### src/rtl/ekc_pkg.sv
package ekc_pkg;

   // Multibit code that means "no escalation"; every other value escalates.
   localparam logic [3:0] ESC_OFF_CODE = 4'b1010;

   typedef enum logic [1:0] {
      HS_IDLE = 2'd0,
      HS_WAIT = 2'd1,
      HS_DEAD = 2'd2
   } hs_state_e;

endpackage

### src/rtl/ekc_esc_detect.sv
module ekc_esc_detect #(
   parameter int unsigned        ESC_W   = 4,
   parameter logic [ESC_W-1:0]   ESC_OFF = 4'b1010
) (
   input  logic             clk_i,
   input  logic             rst_ni,
   input  logic [ESC_W-1:0] esc_i,
   input  logic             local_err_i,
   output logic             esc_now_o,
   output logic             wiped_o
);

   logic glob_esc;
   logic wiped_q;

   // Any deviation from the off code counts as asserted.
   assign glob_esc  = (esc_i != ESC_OFF);
   assign esc_now_o = glob_esc | local_err_i;

   always_ff @(posedge clk_i or negedge rst_ni) begin
      if (!rst_ni) begin
         wiped_q <= 1'b0;
      end else if (esc_now_o) begin
         wiped_q <= 1'b1;
      end
   end

   assign wiped_o = wiped_q;

endmodule

### src/rtl/ekc_handshake.sv
module ekc_handshake
   import ekc_pkg::*;
(
   input  logic clk_i,
   input  logic rst_ni,
   input  logic renew_i,
   input  logic ack_i,
   input  logic kill_i,
   output logic req_o,
   output logic start_o,
   output logic done_o
);

   hs_state_e state_q, state_d;

   always_comb begin
      state_d = state_q;
      start_o = 1'b0;
      done_o  = 1'b0;
      unique case (state_q)
         HS_IDLE: begin
            if (kill_i) begin
               state_d = HS_DEAD;
            end else if (renew_i) begin
               state_d = HS_WAIT;
               start_o = 1'b1;
            end
         end
         HS_WAIT: begin
            if (kill_i) begin
               state_d = HS_DEAD;
            end else if (ack_i) begin
               state_d = HS_IDLE;
               done_o  = 1'b1;
            end
         end
         HS_DEAD: state_d = HS_DEAD;
         default: state_d = HS_DEAD;
      endcase
   end

   always_ff @(posedge clk_i or negedge rst_ni) begin
      if (!rst_ni) begin
         state_q <= HS_IDLE;
      end else begin
         state_q <= state_d;
      end
   end

   assign req_o = (state_q == HS_WAIT);

endmodule

### src/rtl/ekc_key_store.sv
module ekc_key_store #(
   parameter int unsigned          KEY_W     = 128,
   parameter int unsigned          NONCE_W   = 64,
   parameter logic [KEY_W-1:0]     DEF_KEY   = '0,
   parameter logic [NONCE_W-1:0]   DEF_NONCE = '0
) (
   input  logic               clk_i,
   input  logic               rst_ni,
   input  logic               wipe_i,
   input  logic               start_i,
   input  logic               load_i,
   input  logic [KEY_W-1:0]   key_i,
   input  logic [NONCE_W-1:0] nonce_i,
   input  logic               seed_ok_i,
   output logic [KEY_W-1:0]   key_o,
   output logic [NONCE_W-1:0] nonce_o,
   output logic               key_valid_o,
   output logic               seed_valid_o
);

   logic [KEY_W-1:0]   key_q;
   logic [NONCE_W-1:0] nonce_q;
   logic               kval_q;
   logic               sval_q;

   // Wipe dominates a load in the same cycle.
   always_ff @(posedge clk_i or negedge rst_ni) begin
      if (!rst_ni) begin
         key_q   <= DEF_KEY;
         nonce_q <= DEF_NONCE;
         kval_q  <= 1'b0;
         sval_q  <= 1'b0;
      end else if (wipe_i) begin
         key_q   <= DEF_KEY;
         nonce_q <= DEF_NONCE;
         kval_q  <= 1'b0;
         sval_q  <= 1'b0;
      end else if (load_i) begin
         key_q   <= key_i;
         nonce_q <= nonce_i;
         kval_q  <= 1'b1;
         sval_q  <= seed_ok_i;
      end else if (start_i) begin
         kval_q  <= 1'b0;
      end
   end

   assign key_o        = key_q;
   assign nonce_o      = nonce_q;
   assign key_valid_o  = kval_q;
   assign seed_valid_o = sval_q;

endmodule

### src/rtl/ekc_lock.sv
module ekc_lock (
   input  logic clk_i,
   input  logic rst_ni,
   input  logic lock_we_i,
   input  logic ctrl_we_i,
   input  logic ctrl_renew_i,
   output logic renew_o,
   output logic open_o
);

   logic locked_q;

   always_ff @(posedge clk_i or negedge rst_ni) begin
      if (!rst_ni) begin
         locked_q <= 1'b0;
      end else if (lock_we_i) begin
         locked_q <= 1'b1;
      end
   end

   assign open_o  = ~locked_q;
   assign renew_o = ctrl_we_i & ctrl_renew_i & ~locked_q;

endmodule

### src/rtl/ekey_ctrl.sv
module ekey_ctrl
   import ekc_pkg::*;
#(
   parameter int unsigned        KEY_W      = 128,
   parameter int unsigned        NONCE_W    = 64,
   parameter int unsigned        ESC_W      = 4,
   parameter logic [ESC_W-1:0]   ESC_OFF    = ESC_OFF_CODE,
   parameter logic [KEY_W-1:0]   DEF_KEY    = {(KEY_W+31)/32{32'h9E37_79B9}},
   parameter logic [NONCE_W-1:0] DEF_NONCE  = {(NONCE_W+31)/32{32'h7F4A_7C15}},
   parameter bit                 FAST_BLOCK = 1'b1
) (
   input  logic               clk_i,
   input  logic               rst_ni,
   input  logic               ctrl_we_i,
   input  logic               ctrl_renew_i,
   input  logic               lock_we_i,
   input  logic [ESC_W-1:0]   esc_i,
   input  logic               local_err_i,
   output logic               prov_req_o,
   input  logic               prov_ack_i,
   input  logic [KEY_W-1:0]   prov_key_i,
   input  logic [NONCE_W-1:0] prov_nonce_i,
   input  logic               prov_seed_ok_i,
   output logic [KEY_W-1:0]   key_o,
   output logic [NONCE_W-1:0] nonce_o,
   output logic               key_valid_o,
   output logic               seed_valid_o,
   output logic               ctrl_open_o,
   output logic               wiped_o,
   input  logic               mem_req_i,
   output logic               mem_gnt_o
);

   // Elaboration-time configuration checks.
   if (KEY_W < 8) begin : g_bad_key_w
      $error("KEY_W must be at least 8");
   end
   if (NONCE_W < 4) begin : g_bad_nonce_w
      $error("NONCE_W must be at least 4");
   end
   if (ESC_W < 2) begin : g_bad_esc_w
      $error("ESC_W must be at least 2 for a multibit encoding");
   end
   if ((ESC_OFF == '0) || (ESC_OFF == '1)) begin : g_bad_esc_off
      $error("ESC_OFF must mix ones and zeros");
   end

   logic renew_cmd;
   logic esc_now;
   logic hs_start;
   logic hs_done;
   logic hs_req;
   logic wiped;
   logic block_now;

   ekc_lock u_lock (
      .clk_i        (clk_i),
      .rst_ni       (rst_ni),
      .lock_we_i    (lock_we_i),
      .ctrl_we_i    (ctrl_we_i),
      .ctrl_renew_i (ctrl_renew_i),
      .renew_o      (renew_cmd),
      .open_o       (ctrl_open_o)
   );

   ekc_esc_detect #(
      .ESC_W   (ESC_W),
      .ESC_OFF (ESC_OFF)
   ) u_esc (
      .clk_i       (clk_i),
      .rst_ni      (rst_ni),
      .esc_i       (esc_i),
      .local_err_i (local_err_i),
      .esc_now_o   (esc_now),
      .wiped_o     (wiped)
   );

   ekc_handshake u_hs (
      .clk_i   (clk_i),
      .rst_ni  (rst_ni),
      .renew_i (renew_cmd),
      .ack_i   (prov_ack_i),
      .kill_i  (esc_now),
      .req_o   (hs_req),
      .start_o (hs_start),
      .done_o  (hs_done)
   );

   ekc_key_store #(
      .KEY_W     (KEY_W),
      .NONCE_W   (NONCE_W),
      .DEF_KEY   (DEF_KEY),
      .DEF_NONCE (DEF_NONCE)
   ) u_store (
      .clk_i        (clk_i),
      .rst_ni       (rst_ni),
      .wipe_i       (esc_now),
      .start_i      (hs_start),
      .load_i       (hs_done),
      .key_i        (prov_key_i),
      .nonce_i      (prov_nonce_i),
      .seed_ok_i    (prov_seed_ok_i),
      .key_o        (key_o),
      .nonce_o      (nonce_o),
      .key_valid_o  (key_valid_o),
      .seed_valid_o (seed_valid_o)
   );

   // Grant gating: the fast variant also blocks in the escalation cycle itself.
   if (FAST_BLOCK) begin : g_fast_block
      assign block_now = esc_now | wiped;
   end else begin : g_reg_block
      assign block_now = wiped;
   end

   assign mem_gnt_o  = mem_req_i & ~hs_req & ~block_now;
   assign prov_req_o = hs_req;
   assign wiped_o    = wiped;

endmodule

### config.mk
export PLATFORM = sky130hd
export DESIGN_NAME = ekey_ctrl
export DESIGN_NICKNAME = d
export VERILOG_FILES = /design/src/rtl/ekc_pkg.sv /design/src/rtl/ekc_esc_detect.sv /design/src/rtl/ekc_handshake.sv /design/src/rtl/ekc_key_store.sv /design/src/rtl/ekc_lock.sv /design/src/rtl/ekey_ctrl.sv
export SDC_FILE = /design/constraint.sdc
export NUM_CORES = 1
export LEC_CHECK = 0
export CAP_MARGIN = 20
export CORE_ASPECT_RATIO = 0.5
export CORE_MARGIN = 3
export CORE_UTILIZATION = 36
export DETAILED_ROUTE_END_ITERATION = 16
export PLACE_DENSITY = 0.8
export SLEW_MARGIN = 10
export SYNTH_ARGS = -nofsm -noshare
export SYNTH_HDL_FRONTEND = slang
export SYNTH_SLANG_ARGS = --single-unit
### constraint.sdc
create_clock -name clk_i -period 1.49 [get_ports clk_i]
set_clock_uncertainty 0.2 [all_clocks]
set_input_delay 0.298 -clock clk_i [delete_from_list [all_inputs] [get_ports clk_i]]
set_output_delay 0.298 -clock clk_i [all_outputs]
set_load 0.05 [all_outputs]
==> impl_metrics.prom, run 1 <==
# TYPE chip_impl_metric gauge
chip_impl_metric{name="ys_async_sr_fraction",unit="%"} 100
chip_impl_info{name="tool.error",value="[ERROR GRT-0232] Routing congestion too high. Check the congestion heatmap in the GUI."} 1
chip_impl_metric{name="post_synth_instance_area",unit="um^2"} 7970
chip_impl_metric{name="grt.overflow.total",unit=""} 830
chip_impl_info{name="clock_tree.root_cell",value="sky130_fd_sc_hd__clkbuf_16"} 1
chip_impl_metric{name="place.detailed.hpwl",unit="um"} 22400
chip_impl_metric{name="yosysWarningCount",unit=""} 0
chip_impl_info{name="worst-ep-kind",value="top-level output"} 1
chip_impl_metric{name="avgSynthCellArea",unit="um^2"} 9.30
chip_impl_info{name="synthDominantAreaCellType",value="sky130_fd_sc_hd__dfstp_2"} 1
chip_impl_info{name="synthTopCellsByArea",value="sky130_fd_sc_hd__dfstp_2, sky130_fd_sc_hd__dfrtp_1, sky130_fd_sc_hd__nand2_1"} 1
chip_impl_metric{name="maximum_number_of_pins_on_one_net_before_global_route_repair",unit=""} 80
chip_impl_metric{name="floorplan.io_pins",unit=""} 403
chip_impl_metric{name="fp-row-count",unit=""} 37
chip_impl_metric{name="initial_core_util",unit="%"} 37.7
chip_impl_metric{name="synth_cells",unit=""} 857
chip_impl_metric{name="die_height",unit="um"} 111
chip_impl_metric{name="ys_seq_area_share",unit="%"} 64.0
chip_impl_metric{name="area_share_of_the_largest_cell_type_after_synthesis",unit="%"} 38.2
chip_impl_info{name="status",value="did not finish"} 1
chip_impl_info{name="yosys_most_used_dff",value="sky130_fd_sc_hd__dfstp_2"} 1
chip_impl_info{name="failed_stage",value="global routing (5_1_grt)"} 1
chip_impl_metric{name="grt_antenna_before_repair",unit=""} 6
chip_impl_metric{name="clk_path_buf_depth",unit=""} 2
chip_impl_info{name="grt_repair_worst_endpoint",value="mem_gnt_o"} 1
chip_impl_metric{name="postSynthNetCount",unit=""} 1062
chip_impl_metric{name="count_of_flip_flops_with_a_built_in_enable_after_synthesis",unit=""} 0
chip_impl_metric{name="placedInstanceArea",unit="um^2"} 14500
chip_impl_info{name="yosys-top-cells-count",value="sky130_fd_sc_hd__nand2_1, sky130_fd_sc_hd__dfstp_2, sky130_fd_sc_hd__nand3_1"} 1
chip_impl_metric{name="final_replace_weighted_congestion",unit=""} 0.862
chip_impl_metric{name="die_width",unit="um"} 216
chip_impl_metric{name="track_usage",unit="%"} 90.4
chip_impl_info{name="synthMostInstantiatedCell",value="sky130_fd_sc_hd__nand2_1"} 1
chip_impl_metric{name="dp_slack",unit="ps"} -825
chip_impl_metric{name="port_buffers",unit=""} 402
chip_impl_metric{name="netlist_cell_types",unit=""} 20
chip_impl_metric{name="htree_levels",unit=""} 4
chip_impl_metric{name="numClockSinks",unit=""} 198
chip_impl_metric{name="ys_ff_latch",unit=""} 198
chip_impl_metric{name="cts_made_buffers",unit=""} 17
[metal layers]
layer | overflow | track usage [%]
met1 | 1 | 87.8
met2 | 562 | 108
met3 | 9 | 75.6
met4 | 258 | 97.1
met5 | 0 | 26.7
[kinds of logic after synthesis]
logic type | synth area share, %
AND/OR/NAND/NOR | 26.7
buffers and inverters | 4.24
AO/OA/AOI/OAI | 5.06
flip-flops | 64.0
[per-stage QoR]
stage | instances | hold WS, ps | utilization, % | TNS (ps)
after floorplan | 857 | -198 | - | -528
after detailed placement | 1525 | 10.1 | 68.9 | -129800
after global placement | 1525 | 9.47 | 68.9 | -118050
after CTS | 1653 | 115 | 84.4 | -93650
[repair_timing]
item,in CTS
pin swaps,72
setup endpoints to repair,395
hold endpoints to repair,91
buffers inserted,52
resized for setup,294
gates cloned,43
hold buffers,1
==> inputs of run 2 (changes only) <==
CORE_ASPECT_RATIO = not set   (was 0.5)
CORE_UTILIZATION = 28   (was 36)
PLACE_DENSITY = not set   (was 0.8)
PLACE_DENSITY_LB_ADDON = 0.15   (was not set)
clock period = 1.95 ns   (was 1.49 ns; I/O delays follow)
==> run 2 against run 1 <==
Effect of this change:
- the flow now finishes, with violations (setup timing)
- synthesized area stayed put
- synthesized cell count is the same
==> impl_metrics.prom, run 2 <==
# TYPE chip_impl_metric gauge
chip_impl_metric{name="yosysWarningCount",unit=""} 0
chip_impl_metric{name="postSynthNetCount",unit=""} 1062
chip_impl_metric{name="worstPathArrival",unit="ps"} 1440
chip_impl_metric{name="grt.overflow.total",unit=""} 0
chip_impl_metric{name="areaGrowthSynthToFinish",unit="%"} 80.4
chip_impl_metric{name="avgSynthCellArea",unit="um^2"} 9.30
chip_impl_metric{name="maximum_number_of_pins_on_one_net_before_global_route_repair",unit=""} 50
chip_impl_metric{name="dp_slack",unit="ps"} -509
chip_impl_metric{name="detail_route.wl_per_cell",unit="um"} 17.3
chip_impl_metric{name="share_of_final_layout_standard_cells_stronger_than_drive_strength_1",unit="%"} 32.4
chip_impl_info{name="synthTopCellsByArea",value="sky130_fd_sc_hd__dfstp_2, sky130_fd_sc_hd__dfrtp_1, sky130_fd_sc_hd__nand2_1"} 1
chip_impl_metric{name="worst-path-max-fanout",unit=""} 2
chip_impl_metric{name="grt_pass1_wl",unit="um"} 44400
chip_impl_metric{name="dr_total_vias",unit=""} 7538
chip_impl_info{name="synthDominantAreaCellType",value="sky130_fd_sc_hd__dfstp_2"} 1
chip_impl_metric{name="track_usage",unit="%"} 18.6
chip_impl_metric{name="initial_core_util",unit="%"} 28.5
chip_impl_info{name="hold_path.class",value="in -> reg"} 1
chip_impl_metric{name="die_height",unit="um"} 175
chip_impl_metric{name="clk_path_buf_depth",unit=""} 2
chip_impl_info{name="rsz0062_at_grt",value="true"} 1
chip_impl_metric{name="dr.pass1.iters",unit=""} 5
chip_impl_metric{name="route.detailed.drc",unit=""} 0
chip_impl_metric{name="htree_levels",unit=""} 4
chip_impl_metric{name="worst-slew-pin-transition",unit="ps"} 496
chip_impl_metric{name="placeable_core_region",unit="um^2"} 27900
chip_impl_metric{name="met2_length",unit="um"} 14000
chip_impl_metric{name="timing_hold_violations_final",unit=""} 0
chip_impl_info{name="timing.setup.critical_path_class",value="in -> out"} 1
chip_impl_metric{name="ys_async_sr_fraction",unit="%"} 100
chip_impl_metric{name="fp-row-count",unit=""} 61
chip_impl_metric{name="netlist_cell_types",unit=""} 20
chip_impl_info{name="worstSetupStartpointType",value="primary input"} 1
chip_impl_info{name="layout_commonest_cell",value="sky130_fd_sc_hd__nand2_1"} 1
chip_impl_metric{name="largest_reg_flops",unit=""} 128
chip_impl_info{name="end_kind",value="output pin"} 1
chip_impl_info{name="maxUsedRoutingLayer",value="met5"} 1
chip_impl_metric{name="nNetsFinal",unit=""} 1483
chip_impl_metric{name="leakage",unit="nW"} 6.54
chip_impl_info{name="yosys-top-cells-count",value="sky130_fd_sc_hd__nand2_1, sky130_fd_sc_hd__dfstp_2, sky130_fd_sc_hd__nand3_1"} 1
chip_impl_metric{name="synth_cells",unit=""} 857
chip_impl_metric{name="post_synth_instance_area",unit="um^2"} 7970
chip_impl_metric{name="floorplan.io_pins",unit=""} 403
chip_impl_info{name="clock_tree_from_tritoncts",value="done"} 1
chip_impl_metric{name="area_share_of_the_largest_cell_type_after_synthesis",unit="%"} 38.2
chip_impl_metric{name="numClockSinks",unit=""} 198
chip_impl_metric{name="maximum_vdd_drop",unit="V"} 0.000364
chip_impl_metric{name="dieArea",unit="um^2"} 30500
chip_impl_metric{name="min_period_over_period",unit="%"} 104
chip_impl_metric{name="count_of_flip_flops_with_a_built_in_enable_after_synthesis",unit=""} 0
chip_impl_metric{name="final_max_slew_viol_count",unit=""} 0
chip_impl_metric{name="detailroute.wirelength.met3",unit="um"} 2530
chip_impl_metric{name="path_clk_slew",unit="ps"} 70
chip_impl_info{name="status",value="finished, violations left"} 1
chip_impl_metric{name="worst_skew_late_latency",unit="ps"} 420
chip_impl_metric{name="met1Wirelength",unit="um"} 11700
chip_impl_metric{name="finalSetupTns",unit="ps"} -81.0
chip_impl_info{name="synthMostInstantiatedCell",value="sky130_fd_sc_hd__nand2_1"} 1
chip_impl_metric{name="die_width",unit="um"} 175
chip_impl_metric{name="detail_route.iter0.violations",unit=""} 400
chip_impl_metric{name="route.detailed.vias_per_inst",unit=""} 4.52
chip_impl_metric{name="post-layout-total-power",unit="mW"} 8.07
chip_impl_metric{name="finalSetupViolations",unit=""} 1
chip_impl_metric{name="clock.fmax",unit="MHz"} 492
chip_impl_metric{name="final.setup.worst_slack",unit="ps"} -81.0
chip_impl_info{name="yosys_most_used_dff",value="sky130_fd_sc_hd__dfstp_2"} 1
chip_impl_metric{name="grt_pass1_vias",unit=""} 7573
chip_impl_info{name="clock_tree.root_cell",value="sky130_fd_sc_hd__clkbuf_16"} 1
chip_impl_metric{name="place.detailed.hpwl",unit="um"} 21300
chip_impl_info{name="final_cell_mix",value="sky130_fd_sc_hd__nand2_1, sky130_fd_sc_hd__clkdlybuf4s50_1, sky130_fd_sc_hd__buf_12, sky130_fd_sc_hd__buf_4"} 1
chip_impl_metric{name="p_per_area",unit="nW/um^2"} 562
chip_impl_info{name="violations",value="setup timing"} 1
chip_impl_metric{name="ys_ff_latch",unit=""} 198
chip_impl_metric{name="period_needed",unit="ps"} 2030
chip_impl_metric{name="port_buffers",unit=""} 402
chip_impl_metric{name="relSlewSlack",unit="%"} 66.9
chip_impl_metric{name="grt_antenna_before_repair",unit=""} 2
chip_impl_metric{name="final_replace_weighted_congestion",unit=""} 0.763
chip_impl_metric{name="drt.antenna.violating_nets",unit=""} 0
chip_impl_metric{name="cts_made_buffers",unit=""} 17
chip_impl_metric{name="cp_data_required_time",unit="ps"} 1360
chip_impl_metric{name="ys_seq_area_share",unit="%"} 64.0
chip_impl_metric{name="wire_length_after_detailed_routing",unit="um"} 28900
chip_impl_metric{name="count_of_inserted_antenna_diode_cells",unit=""} 0
chip_impl_metric{name="maxCapViolations",unit=""} 0
run 2: stage by stage:
stage	cell area, um^2	hold WS, ps	std cells	util, %
5_1_grt	14400	249	1668	51.5
6_report	14400	241	1668	51.5
2_1_floorplan	8000	-106	857	-
3_3_place_gp	13800	294	1635	49.5
3_5_place_dp	13800	298	1635	49.5
4_1_cts	14400	221	1668	51.5
run 2: area by class of cell:
| type | count | area (um^2) |
|---|---|---|
| Timing Repair Buffer | 466 | 5690 |
| Clock inverter | 12 | 113 |
| Clock buffer | 19 | 433 |
| Fill cell | 2553 | 13600 |
| Multi-Input combinational cell | 594 | 2560 |
| Tap cell | 378 | 473 |
| Sequential cell | 198 | 5100 |
| Inverter | 1 | 3.75 |
run 2: final timing paths:
check	start	to	slack (ps)	cells past startpoint
max in group asynchronous	rst_ni	u_store.nonce_o[32]	600	3
min in group asynchronous	rst_ni	u_store.key_o[72]	540	2
hold / removal	esc_i[2]	u_hs.state_q[0]	240	5
setup reg to reg	u_hs.state_q[1]	u_store.nonce_o[38]	280	5
hold reg to reg	u_store.nonce_o[51]	u_store.nonce_o[51]	300	2
setup / recovery	esc_i[3]	mem_gnt_o	-80	5
run 2: layer usage:
| layer | vias up | global-route usage (%) |
|---|---|---|
| met5 | - | 0 |
| li1 | 3585 | - |
| met3 | 39 | 6.00 |
| met4 | 4 | 6.38 |
| met1 | 3603 | 23.3 |
| met2 | 307 | 30.3 |
run 2: kinds of logic after synthesis:
logic type	count (synthesis)	share of synthesized area, %
buffers and inverters	65	4.24
AND/OR/NAND/NOR	514	26.7
flip-flops	198	64.0
AO/OA/AOI/OAI	80	5.06
run 2: critical path: stages:
cell and delay [ps]:
sky130_fd_sc_hd__dlygate4sd2_1 200, sky130_fd_sc_hd__nor4b_4 260, sky130_fd_sc_hd__nand2_2 140, sky130_fd_sc_hd__nor4b_4 280, sky130_fd_sc_hd__buf_12 180
run 2: report_power, final:
group          leakage, nW  internal [mW]  total (mW)         switching (mW)
combinational         3.92          0.382       0.557                  0.175
sequential            2.35           4.12        4.12  0.0000000000000000439
clock                0.270           1.69        3.40                   1.71
run 2: repair_timing:
item                                    4_1_cts  5_1_grt
setup buffers                                 1        0
endpoints found under the hold margin        28        0
gates resized for setup                      17        0
endpoints found under the setup margin        2        1
pin swaps                                     3        0
hold buffers                                  1        0
cloned                                        0        0
No activity file was read; power rests on OpenSTA's default activity.
==> inputs of run 3 (changes only) <==
CAP_MARGIN = 10   (was 20)
clock period = 2.55 ns   (was 1.95 ns; I/O delays follow)
==> run 3 against run 2 <==
Effect of this change:
- the flow now finishes without violations
- count of clock-buffer cells in the layout unchanged
- clock power down 21%
- die area unchanged
- critical endpoint is now nonce_o[58]
- largest power group unchanged
==> impl_metrics.prom, run 3 (synthesis gave the netlist of run 2 again) <==
# TYPE chip_impl_metric gauge
chip_impl_metric{name="track_usage",unit="%"} 18.0
chip_impl_metric{name="cts_made_buffers",unit=""} 17
chip_impl_metric{name="reg2regPathDepth",unit=""} 4
chip_impl_metric{name="port_buffers",unit=""} 402
chip_impl_metric{name="path_clk_slew",unit="ps"} 70
chip_impl_metric{name="clk_path_buf_depth",unit=""} 2
chip_impl_metric{name="final-seq-area",unit="um^2"} 5100
chip_impl_metric{name="dp_slack",unit="ps"} -195
chip_impl_metric{name="detail_route.iter0.violations",unit=""} 363
chip_impl_metric{name="clock_power_share",unit="%"} 43.1
chip_impl_metric{name="multiInputGateArea",unit="um^2"} 2560
chip_impl_metric{name="grt_pass1_wl",unit="um"} 42900
chip_impl_metric{name="cp_slowest_stage_delay",unit="ps"} 840
chip_impl_metric{name="nNetsFinal",unit=""} 1443
chip_impl_metric{name="cp_data_required_time",unit="ps"} 1840
chip_impl_metric{name="worstPathArrival",unit="ps"} 1790
chip_impl_info{name="crit_path_cell_trace",value="clkdlybuf4s50_1"} 1
chip_impl_metric{name="final_replace_weighted_congestion",unit=""} 0.759
chip_impl_metric{name="final_max_slew_viol_count",unit=""} 0
chip_impl_info{name="clock_tree.root_cell",value="sky130_fd_sc_hd__clkbuf_16"} 1
chip_impl_metric{name="grt_pass1_vias",unit=""} 7177
chip_impl_metric{name="setup.reg_to_reg.worst_slack",unit="ps"} 810
chip_impl_metric{name="placeable_core_region",unit="um^2"} 27900
chip_impl_metric{name="dr_total_vias",unit=""} 7279
chip_impl_metric{name="place.detailed.hpwl",unit="um"} 19500
chip_impl_metric{name="worst-slew-pin-transition",unit="ps"} 916
chip_impl_metric{name="final_util",unit="%"} 46.9
chip_impl_info{name="rsz0062_at_grt",value="false"} 1
chip_impl_info{name="worstSetupStartpointType",value="flip-flop"} 1
chip_impl_metric{name="leakage",unit="nW"} 5.44
chip_impl_metric{name="cell_area_after_layout",unit="um^2"} 13100
chip_impl_metric{name="route.detailed.vias_per_inst",unit=""} 4.47
chip_impl_metric{name="relSlewSlack",unit="%"} 38.9
chip_impl_metric{name="numClockSinks",unit=""} 198
chip_impl_metric{name="nFillCells",unit=""} 2744
chip_impl_metric{name="worst-path-max-fanout",unit=""} 2
chip_impl_info{name="layout_commonest_cell",value="sky130_fd_sc_hd__nand2_1"} 1
chip_impl_info{name="worst_r2r_startpoint",value="u_hs.state_q[1]"} 1
chip_impl_metric{name="dr.pass1.iters",unit=""} 6
chip_impl_metric{name="maximum_number_of_pins_on_one_net_before_global_route_repair",unit=""} 80
chip_impl_metric{name="die_height",unit="um"} 175
chip_impl_metric{name="clock.fmax",unit="MHz"} 399
chip_impl_metric{name="switchingPower",unit="mW"} 1.50
chip_impl_info{name="timing.setup.critical_path_class",value="reg -> out"} 1
chip_impl_metric{name="die_width",unit="um"} 175
chip_impl_metric{name="maxCapViolations",unit=""} 0
chip_impl_metric{name="switching_share",unit="%"} 23.8
chip_impl_info{name="status",value="completed"} 1
chip_impl_metric{name="wire_length_after_detailed_routing",unit="um"} 28200
chip_impl_info{name="hold_path.class",value="reg -> reg"} 1
chip_impl_metric{name="share_of_final_layout_standard_cells_stronger_than_drive_strength_1",unit="%"} 14.7
chip_impl_metric{name="share_comb_of_total_power",unit="%"} 6.8
chip_impl_metric{name="placedInstanceArea",unit="um^2"} 12500
chip_impl_metric{name="htree_levels",unit=""} 4
chip_impl_metric{name="timing_hold_violations_final",unit=""} 0
chip_impl_metric{name="min_path_cells",unit=""} 2
chip_impl_metric{name="areaGrowthSynthToFinish",unit="%"} 64.3
chip_impl_metric{name="fp-row-count",unit=""} 61
chip_impl_metric{name="path_buf_inv",unit=""} 1
chip_impl_metric{name="floorplan.io_pins",unit=""} 403
chip_impl_metric{name="grt_antenna_before_repair",unit=""} 0
chip_impl_metric{name="min_period_over_period",unit="%"} 98.2
chip_impl_info{name="clock_tree_from_tritoncts",value="done"} 1
chip_impl_metric{name="final.setup.worst_slack",unit="ps"} 45.4
chip_impl_info{name="worst_hold_path.endpoint",value="u_store.key_o[3]"} 1
chip_impl_metric{name="worst_skew_late_latency",unit="ps"} 420
chip_impl_metric{name="grt.overflow.total",unit=""} 0
chip_impl_info{name="worst_r2r_endpoint",value="u_store.nonce_o[8]"} 1
chip_impl_metric{name="count_of_inserted_antenna_diode_cells",unit=""} 0
chip_impl_metric{name="cellInternalPower",unit="mW"} 4.78
chip_impl_info{name="critical_path.slowest_cell",value="sky130_fd_sc_hd__clkdlybuf4s50_1"} 1
chip_impl_info{name="startpoint_of_the_worst_hold_path",value="u_store.key_o[3]"} 1
chip_impl_info{name="worst_path_dominant_cell_family",value="buffers and inverters"} 1
chip_impl_info{name="end_kind",value="output pin"} 1
chip_impl_info{name="final_cell_mix",value="sky130_fd_sc_hd__nand2_1, sky130_fd_sc_hd__clkdlybuf4s50_1, sky130_fd_sc_hd__nand3_1, sky130_fd_sc_hd__dfstp_2, sky130_fd_sc_hd__dfrtp_1"} 1
chip_impl_metric{name="period_needed",unit="ps"} 2500
chip_impl_metric{name="finalSetupTns",unit="ps"} 0
chip_impl_metric{name="detail_route.wl_per_cell",unit="um"} 17.3
chip_impl_metric{name="maximum_vdd_drop",unit="V"} 0.000297
chip_impl_metric{name="route.detailed.drc",unit=""} 0
chip_impl_metric{name="seqPwrFrac",unit="%"} 50.2
chip_impl_metric{name="drt.antenna.violating_nets",unit=""} 0
chip_impl_metric{name="p_per_area",unit="nW/um^2"} 479
chip_impl_metric{name="initial_core_util",unit="%"} 28.5
chip_impl_metric{name="dieArea",unit="um^2"} 30500
chip_impl_metric{name="largest_reg_flops",unit=""} 128
chip_impl_metric{name="finalSetupViolations",unit=""} 0
run 3: cell count changes in the layout (fill, tap and decap cells not counted), sizes merged:
cell / previous run / this run
buf: 264 / 30
clkdlybuf4s50: 198 / 378
dlymetal6s2s: 0 / 11
dlygate4sd2: 2 / 5
clkinv: 5 / 6
run 3: worst max path at each step:
stage                              from  cells after the start          end  slack [ps]
finish              u_store.nonce_o[58]                      1  nonce_o[58]          50
global route        u_store.nonce_o[46]                      1  nonce_o[46]           2
CTS                 u_store.nonce_o[59]                      1  nonce_o[59]           7
detailed placement             esc_i[3]                      5    mem_gnt_o        -190
global placement               esc_i[3]                      5    mem_gnt_o        -190
floorplan                   local_err_i                      4    mem_gnt_o          80
run 3: layer usage:
layer	GRT usage (%)	share of wire, %	vias to the layer above
li1	-	-	3500
met1	22.6	42	3473
met2	28.4	46	291
met3	8.19	10	15
met4	4.22	1.2	0
met5	0	0	-
run 3: power by group through the flow:
stage	Combinational, mW	Sequential, mW	Clock, mW
2_1_floorplan	0.0214	3.20	0
3_3_place_gp	0.430	3.20	0
3_5_place_dp	0.428	3.20	0
4_1_cts	0.433	3.15	2.81
5_1_grt	0.457	3.15	2.93
6_report	0.424	3.15	2.70
run 3: per-stage QoR:
step / hold WS, ps / std cells / total power [mW]
final: 286 / 1629 / 6.27
after global placement: 273 / 1595 / 3.63
after CTS: 290 / 1629 / 6.39
after detailed placement: 277 / 1595 / 3.63
after floorplan: 14.4 / 857 / 3.22
after global routing: 297 / 1629 / 6.53
run 3: final cells by class:
cell class / instances / area share (%)
Clock buffer: 19 / 3.38
Timing Repair Buffer: 426 / 33.4
Tap cell: 378 / 3.61
Multi-Input combinational cell: 594 / 19.5
Clock inverter: 13 / 1.05
Sequential cell: 198 / 39.0
Inverter: 1 / 0.0287
run 3: what timing repair did:
action | in CTS | in global routing
hold buffers | 1 | 0
endpoints found under the hold margin | 2 | 0
gates resized for setup | 6 | 11
pin swaps | 3 | 2
setup endpoints to repair | 2 | 12
buffers inserted | 1 | 0
==> inputs of run 4 (changes only) <==
MAX_ROUTING_LAYER = met4   (was not set)
SYNTH_HIERARCHICAL = 1   (was not set)
==> run 4 against run 3 <==
Effect of this change:
- clock power decreased by 2%
- synthesized cell count decreased by 23%
- design area increased by 3.9%
- via count down 11%
- register-to-register slack got worse by 90 ps
- fmax is 0.27% higher
- routed wire length decreased by 5.1%
- combinational power barely moved
- synthesized area increased by 4.8%
- count of clock-buffer cells in the layout is 1 lower
- critical path type unchanged
- highest routed layer unchanged
==> impl_metrics.prom, run 4 <==
# TYPE chip_impl_metric gauge
chip_impl_info{name="status",value="completed"} 1
chip_impl_metric{name="post-layout-total-power",unit="mW"} 6.22
chip_impl_info{name="critical_path.startpoint",value="u_store/key_o[127]"} 1
chip_impl_metric{name="die_height",unit="um"} 179
chip_impl_metric{name="drt.antenna.violating_nets",unit=""} 0
chip_impl_metric{name="nNetsFinal",unit=""} 1261
chip_impl_metric{name="avgSynthCellArea",unit="um^2"} 12.7
chip_impl_metric{name="count_of_flip_flops_with_a_built_in_enable_after_synthesis",unit=""} 0
chip_impl_info{name="synthDominantAreaCellType",value="sky130_fd_sc_hd__dfstp_2"} 1
chip_impl_metric{name="placedInstanceArea",unit="um^2"} 13000
chip_impl_metric{name="floorplan.io_pins",unit=""} 403
chip_impl_metric{name="finalSetupViolations",unit=""} 0
chip_impl_metric{name="worst-slew-pin-transition",unit="ps"} 1000
chip_impl_metric{name="route.detailed.vias_per_inst",unit=""} 4.47
chip_impl_metric{name="path_clk_slew",unit="ps"} 70
chip_impl_metric{name="clock.fmax",unit="MHz"} 400
chip_impl_info{name="synthTopCellsByArea",value="sky130_fd_sc_hd__dfstp_2, sky130_fd_sc_hd__dfrtp_1, sky130_fd_sc_hd__a211o_1"} 1
chip_impl_metric{name="numClockSinks",unit=""} 198
chip_impl_metric{name="postSynthNetCount",unit=""} 863
chip_impl_metric{name="die_width",unit="um"} 179
chip_impl_metric{name="reg2regPathDepth",unit=""} 6
chip_impl_metric{name="ys_ff_latch",unit=""} 198
chip_impl_info{name="clock_tree.root_cell",value="sky130_fd_sc_hd__clkbuf_16"} 1
chip_impl_metric{name="switching_share",unit="%"} 23.6
chip_impl_metric{name="cellInternalPower",unit="mW"} 4.75
chip_impl_metric{name="dieArea",unit="um^2"} 31900
chip_impl_info{name="layout_commonest_cell",value="sky130_fd_sc_hd__clkdlybuf4s50_1"} 1
chip_impl_metric{name="share_comb_of_total_power",unit="%"} 6.8
chip_impl_metric{name="path_buf_inv",unit=""} 1
chip_impl_metric{name="final.setup.worst_slack",unit="ps"} 52.2
chip_impl_metric{name="areaGrowthSynthToFinish",unit="%"} 62.9
chip_impl_metric{name="dp_slack",unit="ps"} -160
chip_impl_metric{name="detail_route.wl_per_cell",unit="um"} 18.4
chip_impl_metric{name="leakage",unit="nW"} 4.97
chip_impl_info{name="worst_path_dominant_cell_family",value="buffers and inverters"} 1
chip_impl_info{name="hold_path.class",value="reg -> reg"} 1
chip_impl_info{name="critical_path.slowest_cell",value="sky130_fd_sc_hd__clkdlybuf4s50_1"} 1
chip_impl_metric{name="cp_slowest_stage_delay",unit="ps"} 830
chip_impl_metric{name="area_share_of_the_largest_cell_type_after_synthesis",unit="%"} 36.5
chip_impl_metric{name="clock_power_share",unit="%"} 42.6
chip_impl_metric{name="maxCapViolations",unit=""} 0
chip_impl_metric{name="worstPathArrival",unit="ps"} 1790
chip_impl_info{name="crit_path_cell_trace",value="clkdlybuf4s50_1"} 1
chip_impl_metric{name="synth_cells",unit=""} 658
chip_impl_metric{name="route.detailed.drc",unit=""} 0
chip_impl_metric{name="grt.overflow.total",unit=""} 0
chip_impl_metric{name="p_per_area",unit="nW/um^2"} 457
chip_impl_metric{name="switchingPower",unit="mW"} 1.47
chip_impl_metric{name="period_needed",unit="ps"} 2500
chip_impl_info{name="rsz0062_at_grt",value="false"} 1
chip_impl_metric{name="ys_async_sr_fraction",unit="%"} 100
chip_impl_metric{name="maximum_vdd_drop",unit="V"} 0.000330
chip_impl_info{name="clock_tree_from_tritoncts",value="done"} 1
chip_impl_metric{name="htree_levels",unit=""} 4
chip_impl_metric{name="dr.pass1.iters",unit=""} 4
chip_impl_metric{name="place.detailed.hpwl",unit="um"} 19000
chip_impl_metric{name="worst_skew_late_latency",unit="ps"} 420
chip_impl_metric{name="maximum_number_of_pins_on_one_net_before_global_route_repair",unit=""} 195
chip_impl_metric{name="detail_route.iter0.violations",unit=""} 290
chip_impl_metric{name="seqPwrFrac",unit="%"} 50.6
chip_impl_metric{name="netlist_cell_types",unit=""} 27
chip_impl_info{name="worst_r2r_startpoint",value="u_hs/state_q[1]"} 1
chip_impl_metric{name="dr_total_vias",unit=""} 6498
chip_impl_metric{name="yosysWarningCount",unit=""} 6
chip_impl_metric{name="post_synth_instance_area",unit="um^2"} 8350
chip_impl_metric{name="cts_made_buffers",unit=""} 17
chip_impl_info{name="end_kind",value="output pin"} 1
chip_impl_metric{name="clk_path_buf_depth",unit=""} 2
chip_impl_metric{name="initial_core_util",unit="%"} 28.7
chip_impl_metric{name="min_path_cells",unit=""} 1
chip_impl_metric{name="final_max_slew_viol_count",unit=""} 0
chip_impl_metric{name="fp-row-count",unit=""} 62
chip_impl_metric{name="track_usage",unit="%"} 16.6
chip_impl_metric{name="grt_pass1_wl",unit="um"} 39800
chip_impl_metric{name="port_buffers",unit=""} 402
chip_impl_info{name="startpoint_of_the_worst_hold_path",value="u_lock/locked_q"} 1
chip_impl_metric{name="crit_cells",unit=""} 1
chip_impl_metric{name="cell_area_after_layout",unit="um^2"} 13600
chip_impl_metric{name="placeable_core_region",unit="um^2"} 29100
chip_impl_metric{name="min_period_over_period",unit="%"} 98.0
chip_impl_metric{name="ys_seq_area_share",unit="%"} 61.1
chip_impl_metric{name="share_of_final_layout_standard_cells_stronger_than_drive_strength_1",unit="%"} 18.8
chip_impl_metric{name="timing_hold_violations_final",unit=""} 0
chip_impl_metric{name="final_replace_weighted_congestion",unit=""} 0.728
chip_impl_info{name="yosys_most_used_dff",value="sky130_fd_sc_hd__dfstp_2"} 1
chip_impl_info{name="final_cell_mix",value="sky130_fd_sc_hd__clkdlybuf4s50_1, sky130_fd_sc_hd__and2_1, sky130_fd_sc_hd__a211o_1, sky130_fd_sc_hd__dfstp_2, sky130_fd_sc_hd__dfrtp_1"} 1
chip_impl_metric{name="wire_length_after_detailed_routing",unit="um"} 26700
chip_impl_metric{name="largest_reg_flops",unit=""} 128
chip_impl_metric{name="grt_antenna_before_repair",unit=""} 1
chip_impl_metric{name="grt_pass1_vias",unit=""} 6910
chip_impl_metric{name="cp_data_required_time",unit="ps"} 1840
chip_impl_metric{name="relSlewSlack",unit="%"} 33.3
chip_impl_info{name="yosys-top-cells-count",value="sky130_fd_sc_hd__a211o_1, sky130_fd_sc_hd__and2_1, sky130_fd_sc_hd__dfstp_2"} 1
chip_impl_info{name="timing.setup.critical_path_class",value="reg -> out"} 1
chip_impl_info{name="worstSetupStartpointType",value="flip-flop"} 1
chip_impl_metric{name="worst-path-max-fanout",unit=""} 2
run 4: cell count changes after synthesis, sizes merged, moves of 12 or more:
| cell | previous run | this run |
|---|---|---|
| mux2i | 0 | 77 |
| a21oi | 78 | 2 |
| buf | 46 | 25 |
| a211o | 0 | 116 |
| and2 | 1 | 116 |
| nand2 | 387 | 1 |
| nor2 | 0 | 80 |
| clkbuf | 18 | 30 |
| nand3 | 116 | 1 |
run 4: metrics by stage:
step | instances | hold WS, ps | setup TNS (ps) | util, %
after global routing | 1454 | 327 | 0 | 46.8
after floorplan | 658 | 14.4 | 0 | -
after global placement | 1421 | 274 | -8930 | 44.5
after CTS | 1454 | 286 | 0 | 46.5
after detailed placement | 1421 | 271 | -16020 | 44.5
final | 1454 | 278 | 0 | 46.8
run 4: cells by family (layout without fill, tap and decap cells):
logic type | after synthesis | after routing | share of synthesized area, %
AO/OA/AOI/OAI | 118 | 118 | 12.3
buffers and inverters | 57 | 468 | 3.91
flip-flops | 198 | 198 | 61.1
multiplexers | 77 | 77 | 9.23
other | 0 | 1 | 0
AND/OR/NAND/NOR | 208 | 208 | 13.5
run 4: final timing paths:
path	endpoint	slack, ps
worst max register to register	u_store/nonce_o[23]	720
max in group asynchronous	u_store/key_o[71]	980
worst min-delay path	u_lock/locked_q	280
min in group asynchronous	u_store/nonce_o[63]	500
worst max-delay path	key_o[127]	50
worst min register to register	u_lock/locked_q	280
run 4: repair_timing:
action,in CTS,in global routing
resized for setup,6,30
gates cloned,0,0
setup buffers,0,0
hold endpoints to repair,10,0
endpoints found under the setup margin,5,31
pin swaps,0,1
hold buffers,1,0
run 4: cell type report:
type | count | area [um^2]
clock inverter | 14 | 138
clock buffer | 18 | 429
timing repair buffer | 434 | 4490
sequential | 198 | 5100
inverter | 2 | 10.0
multi-input combinational | 403 | 2960
fill | 2740 | 15500
antenna | 1 | 2.50
tap | 384 | 480
run 4: routing by layer:
metal  track usage [%]  vias up  wire (um)
met1              19.4     3126      10900
met2              26.0      284      12300
met3              7.81       20       3170
met5                 -        -          0
met4              4.03        0        388
li1                  -     3068          -
run 4: power groups by stage:
stage | logic (mW) | registers (mW) | clock network (mW)
floorplan | 0.0210 | 3.20 | 0
global placement | 0.430 | 3.20 | 0
detailed placement | 0.428 | 3.20 | 0
CTS | 0.433 | 3.15 | 2.78
global route | 0.456 | 3.15 | 2.88
finish | 0.422 | 3.15 | 2.65
